===== config.mk =====
export PLATFORM = sky130hd
export DESIGN_NAME = hdlc_destuff_rx
export DESIGN_NICKNAME = d
export VERILOG_FILES = /design/src/rtl/hdlc_rx_pkg.sv /design/src/rtl/hdlc_rx_linemon.sv /design/src/rtl/hdlc_rx_bytepack.sv /design/src/rtl/hdlc_rx_tail.sv /design/src/rtl/hdlc_destuff_rx.sv
export SDC_FILE = /design/constraint.sdc
export NUM_CORES = 1
export LEC_CHECK = 0
export CAP_MARGIN = 20
export CORE_MARGIN = 1
export CORE_UTILIZATION = 59
export DETAILED_ROUTE_END_ITERATION = 16
export GPL_TIMING_DRIVEN = 0
export PLACE_DENSITY = 0.77
export SYNTH_ARGS = -nofsm -noshare
export SYNTH_HDL_FRONTEND = slang
export SYNTH_SLANG_ARGS = --single-unit
export TNS_END_PERCENT = 30

===== constraint.sdc =====
create_clock -name clk -period 3.07 [get_ports clk]
set_clock_uncertainty 0.2 [all_clocks]
set_input_delay 0.4605 -clock clk [delete_from_list [all_inputs] [get_ports clk]]
set_output_delay 0.4605 -clock clk [all_outputs]
set_load 0.05 [all_outputs]

===== src/rtl/hdlc_rx_pkg.sv =====
package hdlc_rx_pkg;
  localparam logic [15:0] FCS_POLY = 16'h8408;
  localparam logic [15:0] FCS_INIT = 16'hFFFF;
  localparam logic [15:0] FCS_GOOD = 16'hF0B8;

  // Fold one byte, least significant bit first, into the running check value.
  function automatic logic [15:0] fcs_step(input logic [15:0] c, input logic [7:0] d);
    logic [15:0] r;
    r = c;
    for (int i = 0; i < 8; i++) begin
      if (r[0] ^ d[i]) r = (r >> 1) ^ FCS_POLY;
      else             r = r >> 1;
    end
    return r;
  endfunction
endpackage


===== src/rtl/hdlc_rx_linemon.sv =====
module hdlc_rx_linemon #(
  parameter int FLAG_RUN  = 6,
  parameter int STUFF_RUN = 5
) (
  input  logic clk,
  input  logic rst_n,
  input  logic tick,
  input  logic line_bit,
  output logic ev_flag,
  output logic ev_abort,
  output logic ev_stuff,
  output logic ev_data
);
  localparam int CW  = $clog2(FLAG_RUN + 2);
  localparam int SAT = FLAG_RUN + 1;

  logic [CW-1:0] ones;

  always_ff @(posedge clk) begin
    if (!rst_n)            ones <= '0;
    else if (tick) begin
      if (!line_bit)       ones <= '0;
      else if (ones != CW'(SAT)) ones <= ones + 1'b1;
    end
  end

  assign ev_flag  = tick & ~line_bit & (ones == CW'(FLAG_RUN));
  assign ev_abort = tick &  line_bit & (ones >= CW'(FLAG_RUN));
  assign ev_stuff = tick & ~line_bit & (ones == CW'(STUFF_RUN));
  assign ev_data  = tick & ~ev_flag & ~ev_abort & ~ev_stuff;
endmodule


===== src/rtl/hdlc_rx_bytepack.sv =====
module hdlc_rx_bytepack #(
  parameter int BYTE_W = 8
) (
  input  logic              clk,
  input  logic              rst_n,
  input  logic              line_bit,
  input  logic              ev_flag,
  input  logic              ev_abort,
  input  logic              ev_data,
  output logic              byte_done,
  output logic [BYTE_W-1:0] byte_val,
  output logic              close_evt,
  output logic              aligned
);
  localparam int BW = $clog2(BYTE_W);
  localparam logic [BW-1:0] LAST = BW'(BYTE_W - 1);

  logic              in_frame;
  logic [BW-1:0]     bitcnt;
  logic [BYTE_W-1:0] sr;

  assign byte_val  = {line_bit, sr[BYTE_W-1:1]};
  assign byte_done = ev_data & in_frame & (bitcnt == LAST);
  assign close_evt = ev_flag & in_frame;
  assign aligned   = (bitcnt == LAST);

  always_ff @(posedge clk) begin
    if (!rst_n) begin
      in_frame <= 1'b0;
      bitcnt   <= '0;
      sr       <= '0;
    end else if (ev_flag) begin
      in_frame <= 1'b1;
      bitcnt   <= '0;
    end else if (ev_abort) begin
      in_frame <= 1'b0;
      bitcnt   <= '0;
    end else if (ev_data && in_frame) begin
      sr     <= byte_val;
      bitcnt <= (bitcnt == LAST) ? '0 : bitcnt + 1'b1;
    end
  end
endmodule


===== src/rtl/hdlc_rx_tail.sv =====
module hdlc_rx_tail
  import hdlc_rx_pkg::*;
#(
  parameter int BYTE_W    = 8,
  parameter int FCS_BYTES = 2
) (
  input  logic              clk,
  input  logic              rst_n,
  input  logic              restart,
  input  logic              close_evt,
  input  logic              aligned,
  input  logic              byte_done,
  input  logic [BYTE_W-1:0] byte_val,
  output logic [BYTE_W-1:0] byte_out,
  output logic              byte_stb,
  output logic              frame_end,
  output logic              frame_err,
  output logic              fcs_ok
);
  localparam int DEPTH = FCS_BYTES + 1;
  localparam int CNTW  = $clog2(DEPTH + 1);

  logic [BYTE_W-1:0] q [DEPTH];
  logic [CNTW-1:0]   fill;
  logic [15:0]       crc;
  logic              full;

  assign full   = (fill == CNTW'(DEPTH));
  assign fcs_ok = (crc == FCS_GOOD);

  always_ff @(posedge clk) begin
    if (!rst_n) begin
      for (int i = 0; i < DEPTH; i++) q[i] <= '0;
      fill      <= '0;
      crc       <= FCS_INIT;
      byte_out  <= '0;
      byte_stb  <= 1'b0;
      frame_end <= 1'b0;
      frame_err <= 1'b0;
    end else begin
      byte_stb  <= 1'b0;
      frame_end <= 1'b0;
      frame_err <= 1'b0;
      if (restart) begin
        if (close_evt && full) begin
          byte_out  <= q[DEPTH-1];
          byte_stb  <= 1'b1;
          frame_end <= 1'b1;
          frame_err <= ~fcs_ok | ~aligned;
        end
        fill <= '0;
        crc  <= FCS_INIT;
      end else if (byte_done) begin
        crc  <= fcs_step(crc, byte_val);
        q[0] <= byte_val;
        for (int i = 1; i < DEPTH; i++) q[i] <= q[i-1];
        if (full) begin
          byte_out <= q[DEPTH-1];
          byte_stb <= 1'b1;
        end else begin
          fill <= fill + 1'b1;
        end
      end
    end
  end
endmodule


===== src/rtl/hdlc_destuff_rx.sv =====
module hdlc_destuff_rx #(
  parameter int BYTE_W    = 8,
  parameter int FLAG_RUN  = 6,
  parameter int STUFF_RUN = 5,
  parameter int FCS_BYTES = 2
) (
  input  logic              clk,
  input  logic              rst_n,
  input  logic              rx_en,
  input  logic              rx_bit,
  output logic [BYTE_W-1:0] byte_out,
  output logic              byte_stb,
  output logic              frame_end,
  output logic              frame_err
);
  logic              ev_flag, ev_abort, ev_stuff, ev_data;
  logic              byte_done, close_evt, aligned, fcs_ok;
  logic [BYTE_W-1:0] byte_val;

  hdlc_rx_linemon #(.FLAG_RUN(FLAG_RUN), .STUFF_RUN(STUFF_RUN)) u_mon (
    .clk(clk), .rst_n(rst_n), .tick(rx_en), .line_bit(rx_bit),
    .ev_flag(ev_flag), .ev_abort(ev_abort), .ev_stuff(ev_stuff), .ev_data(ev_data)
  );

  hdlc_rx_bytepack #(.BYTE_W(BYTE_W)) u_pack (
    .clk(clk), .rst_n(rst_n), .line_bit(rx_bit),
    .ev_flag(ev_flag), .ev_abort(ev_abort), .ev_data(ev_data),
    .byte_done(byte_done), .byte_val(byte_val),
    .close_evt(close_evt), .aligned(aligned)
  );

  hdlc_rx_tail #(.BYTE_W(BYTE_W), .FCS_BYTES(FCS_BYTES)) u_tail (
    .clk(clk), .rst_n(rst_n), .restart(ev_flag | ev_abort),
    .close_evt(close_evt), .aligned(aligned),
    .byte_done(byte_done), .byte_val(byte_val),
    .byte_out(byte_out), .byte_stb(byte_stb),
    .frame_end(frame_end), .frame_err(frame_err), .fcs_ok(fcs_ok)
  );
endmodule


==> results.toml, run 1 <==
[outcome]
outcome = "complete, no violations"

[placement]
numPlacedInstances = 342
gpl.final_weighted_congestion = 0.824
dp_slack_ns = -0.163
dpl.hpwl_microns = 3610
place.port_buffers = 13

[cts]
cts_repair_resize_count = 0
clock_tree.htree_level_count = 3
clock_sink_count = 67
root_buffer = "clkbuf_8"
cts_tree = "done"
clkTransAtPathRegs_ns = 0.06
cts_setup_buffers = 0
cts_made_buffers = 9
cts.hold.buffers_added = 0
clock_latency_at_the_later_pin_of_the_worst_skew_pair_ns = 0.34
cts-root-to-sink-buffers = 2

[critical_path]
timing.critical_path.cells = "clkdlybuf4s50_1 > nand2_2 > o2111ai_4 > buf_2 > nand2_1"
setup.worst_path.start_class = "primary input"
kind_of_capture_point_of_the_worst_setup_path = "flop"
crit_type = "in -> reg"
critical-path-slowest-cell = "clkdlybuf4s50_1"
timing.critical_path.fanout_max = 24
cpPeakStageDelay_ns = 0.63
critical_path_arrival_ns = 2.53
critPathRequiredTime_ns = 2.72

[synthesis]
top_cell_type_s_share_of_synthesized_area = 0.294
number_of_enable_flip_flop_cells_after_synthesis = 24
mappedNetlistNets = 273
post_synth_most_frequent_cells = "dfxtp_1, nand2_1, and2_1, edfxtp_1, mux2i_1"
netlist.top_cell.by_area = "dfxtp_1"
synthesis.yosys.warnings = 0
synth.lib_cells_used.distinct = 38
yosysSeqAreaShare = 0.539
syn-cell-area_sq_um = 2930
synth.top_cells.by_area = "dfxtp_1, edfxtp_1, mux2i_1, and2_1, xnor2_1"
synth_ff_type = "dfxtp_1"
syn_area_per_cell_sq_um = 11.2
synth_most_common_cell = "dfxtp_1"
async_flop_share = 0
gate_count_of_the_mapped_netlist = 262
synth.ff_latch_count = 67

[pwr]
pwr-share-clk = 0.392
netSwitchingPower_mw = 0.359
internal_power_mw = 1.26
power-per-cell-area_nw_per_um2 = 488
switching_share = 0.222
total_leakage_power_nw = 1.32
comb_power_frac = 0.027
worst_ir_drop_vdd_mv = 0.218
sequentialPowerShare = 0.581

[floorplanning]
start_util = 0.617
rows = 25
ioPinCount = 15
floorplan_core_area_sq_um = 4750
die_width_microns = 72.5
die_height_microns = 72.5
design.die.area_sq_um = 5250

[sta]
setup-tns-final_ns = 0
slew_viol_final = 0
post_layout_minimum_cycle_time_ns = 2.88
hold_slack_final_ns = 0.259
timing.final.ws_setup_ns = 0.192
maxSlewHeadroom = 0.327
fin_crit_sh = 0.937
finalSetupViolCount = 0
max_slew.worst_pin.slew_ns = 1.01
rsz0062_at_grt = "no"
fmaxAchievable_ghz = 0.347
timing.final.hold_violations = 0

[grt]
grt.overflow.total = 0
grt_usage = 0.221
number_of_antenna_violations_at_the_first_check_in_global_routing = 0
vias_in_the_first_global_route = 1754
first_pass_grt_wire_length_microns = 8360
grt_start_max_net_pins = 25

[layout]
drive_gt1_frac = 0.103
synthToLayoutAreaGrowth_pct = 13.1
diodes = 0
stdcell_count = 358
layout.nets = 297

[detailed_routing]
dr_total_vias = 1901
route.final.wire_length_microns = 5190
drc = 0
ant_nets = 0
first_iter_violations = 145
post_drt_via_cell_ratio = 5.31
first_pass_iters = 5
routed_length_per_placed_instance_microns = 14.5

[hold_path]
worst_hold_path_type = "reg -> reg"

[job]
drv_cap = 0
==> cell families after synthesis <==
logic type | Yosys count | share of synthesized area
and+or+nand+nor | 90 | 0.169
DFF | 67 | 0.539
AOI/OAI and AO/OA | 42 | 0.104
xor gates and xnor gates | 24 | 0.0717
muxes | 18 | 0.0615
buffers and inverters | 14 | 0.0239
adders and majority gates | 7 | 0.0299
==> registers in the layout (all words and copies together) (netlist names) <==
| signal | cells |
|---|---|
| u_tail.frame_err | 1 |
| u_pack.bitcnt | 3 |
| u_tail.q | 24 |
| u_tail.frame_end | 1 |
| u_tail.fill | 2 |
| u_tail.byte_stb | 1 |
| u_tail.crc | 16 |
| u_pack.sr | 7 |
| u_tail.byte_out | 8 |
| u_pack.in_frame | 1 |
| u_mon.ones | 3 |
==> path summary, 6_finish.rpt <==
check | to | cells after the start | start | slack (ns)
min | u_tail.byte_out[5] | 2 | u_tail.byte_out[5] | 0.26
max | u_tail.q[0][17] | 5 | rx_en | 0.19
min reg2reg | u_tail.byte_out[5] | 2 | u_tail.byte_out[5] | 0.26
max reg2reg | u_tail.q[0][17] | 6 | u_mon.ones[0] | 0.29
==> critical path, delay by kind of cell <==
family                 cells  cell delay [ns]
buffers and inverters      2             0.91
AND/OR/NAND/NOR            2             0.82
AO/OA/AOI/OAI              1             0.33
==> layout by cell type, fill, tap and decap left out, types with 2 or more instances in the layout <==
cell / instances
a2bb2oi_1: 2
clkdlybuf4s50_1: 13
inv_1: 3
ha_1: 7
edfxtp_1: 24
clkbuf_1: 4
a22oi_1: 3
nand2_1: 30
or3_1: 2
buf_4: 3
o21ai_0: 12
xnor2_1: 17
a31oi_1: 2
clkinvlp_4: 2
dfxtp_1: 43
and2_1: 26
nor2_1: 6
o21a_1: 3
mux2i_1: 18
buf_2: 5
clkinv_2: 2
nand2b_1: 2
clkbuf_8: 10
nor2b_1: 12
nand4b_1: 2
a21oi_1: 9
o211ai_1: 7
xor2_1: 7
==> power by group through the flow <==
stage / registers (mW) / logic (mW) / clock network [mW]
after floorplan: 0.958 / 0.0301 / 0
after global placement: 0.958 / 0.0425 / 0
after detailed placement: 0.959 / 0.0434 / 0
after CTS: 0.940 / 0.0437 / 0.643
after global routing: 0.941 / 0.0481 / 0.679
final: 0.939 / 0.0434 / 0.634
==> metrics by stage <==
stage | instance area, sq um | utilization | total power, mW
6_report | 3320 | 0.697 | 1.62
5_1_grt | 3320 | 0.697 | 1.67
3_5_place_dp | 3150 | 0.662 | 1.00
4_1_cts | 3320 | 0.697 | 1.63
3_3_place_gp | 3150 | 0.662 | 1.00
2_1_floorplan | 2930 | - | 0.988
==> layout make-up <==
cell class / instances / area (sq um)
Clock buffer: 11 / 141
Tap cell: 67 / 83.8
Fill cell: 384 / 1440
Sequential cell: 67 / 1580
Timing Repair Buffer: 13 / 130
Inverter: 3 / 11.3
Clock inverter: 5 / 28.8
Multi-Input combinational cell: 181 / 1280
Buffer: 11 / 58.8
==> metal layers <==
metal  share of wire  global-route usage
met1            0.46               0.277
met2            0.47               0.348
met3           0.046              0.0639
met4           0.024               0.115
met5               0                   0
Power figures use the tool's default switching activity.
==> inputs of run 2 (changes only) <==
--- a/config.mk
+++ b/config.mk
@@ -5,6 +5,7 @@
 export SDC_FILE = /design/constraint.sdc
 export NUM_CORES = 1
 export LEC_CHECK = 0
+export ABC_CLOCK_PERIOD_IN_PS = 3070
 export CAP_MARGIN = 20
 export CORE_MARGIN = 1
 export CORE_UTILIZATION = 59
==> results of run 2 <==
No change in the layout: final DEF, timing and power equal those of run 1.
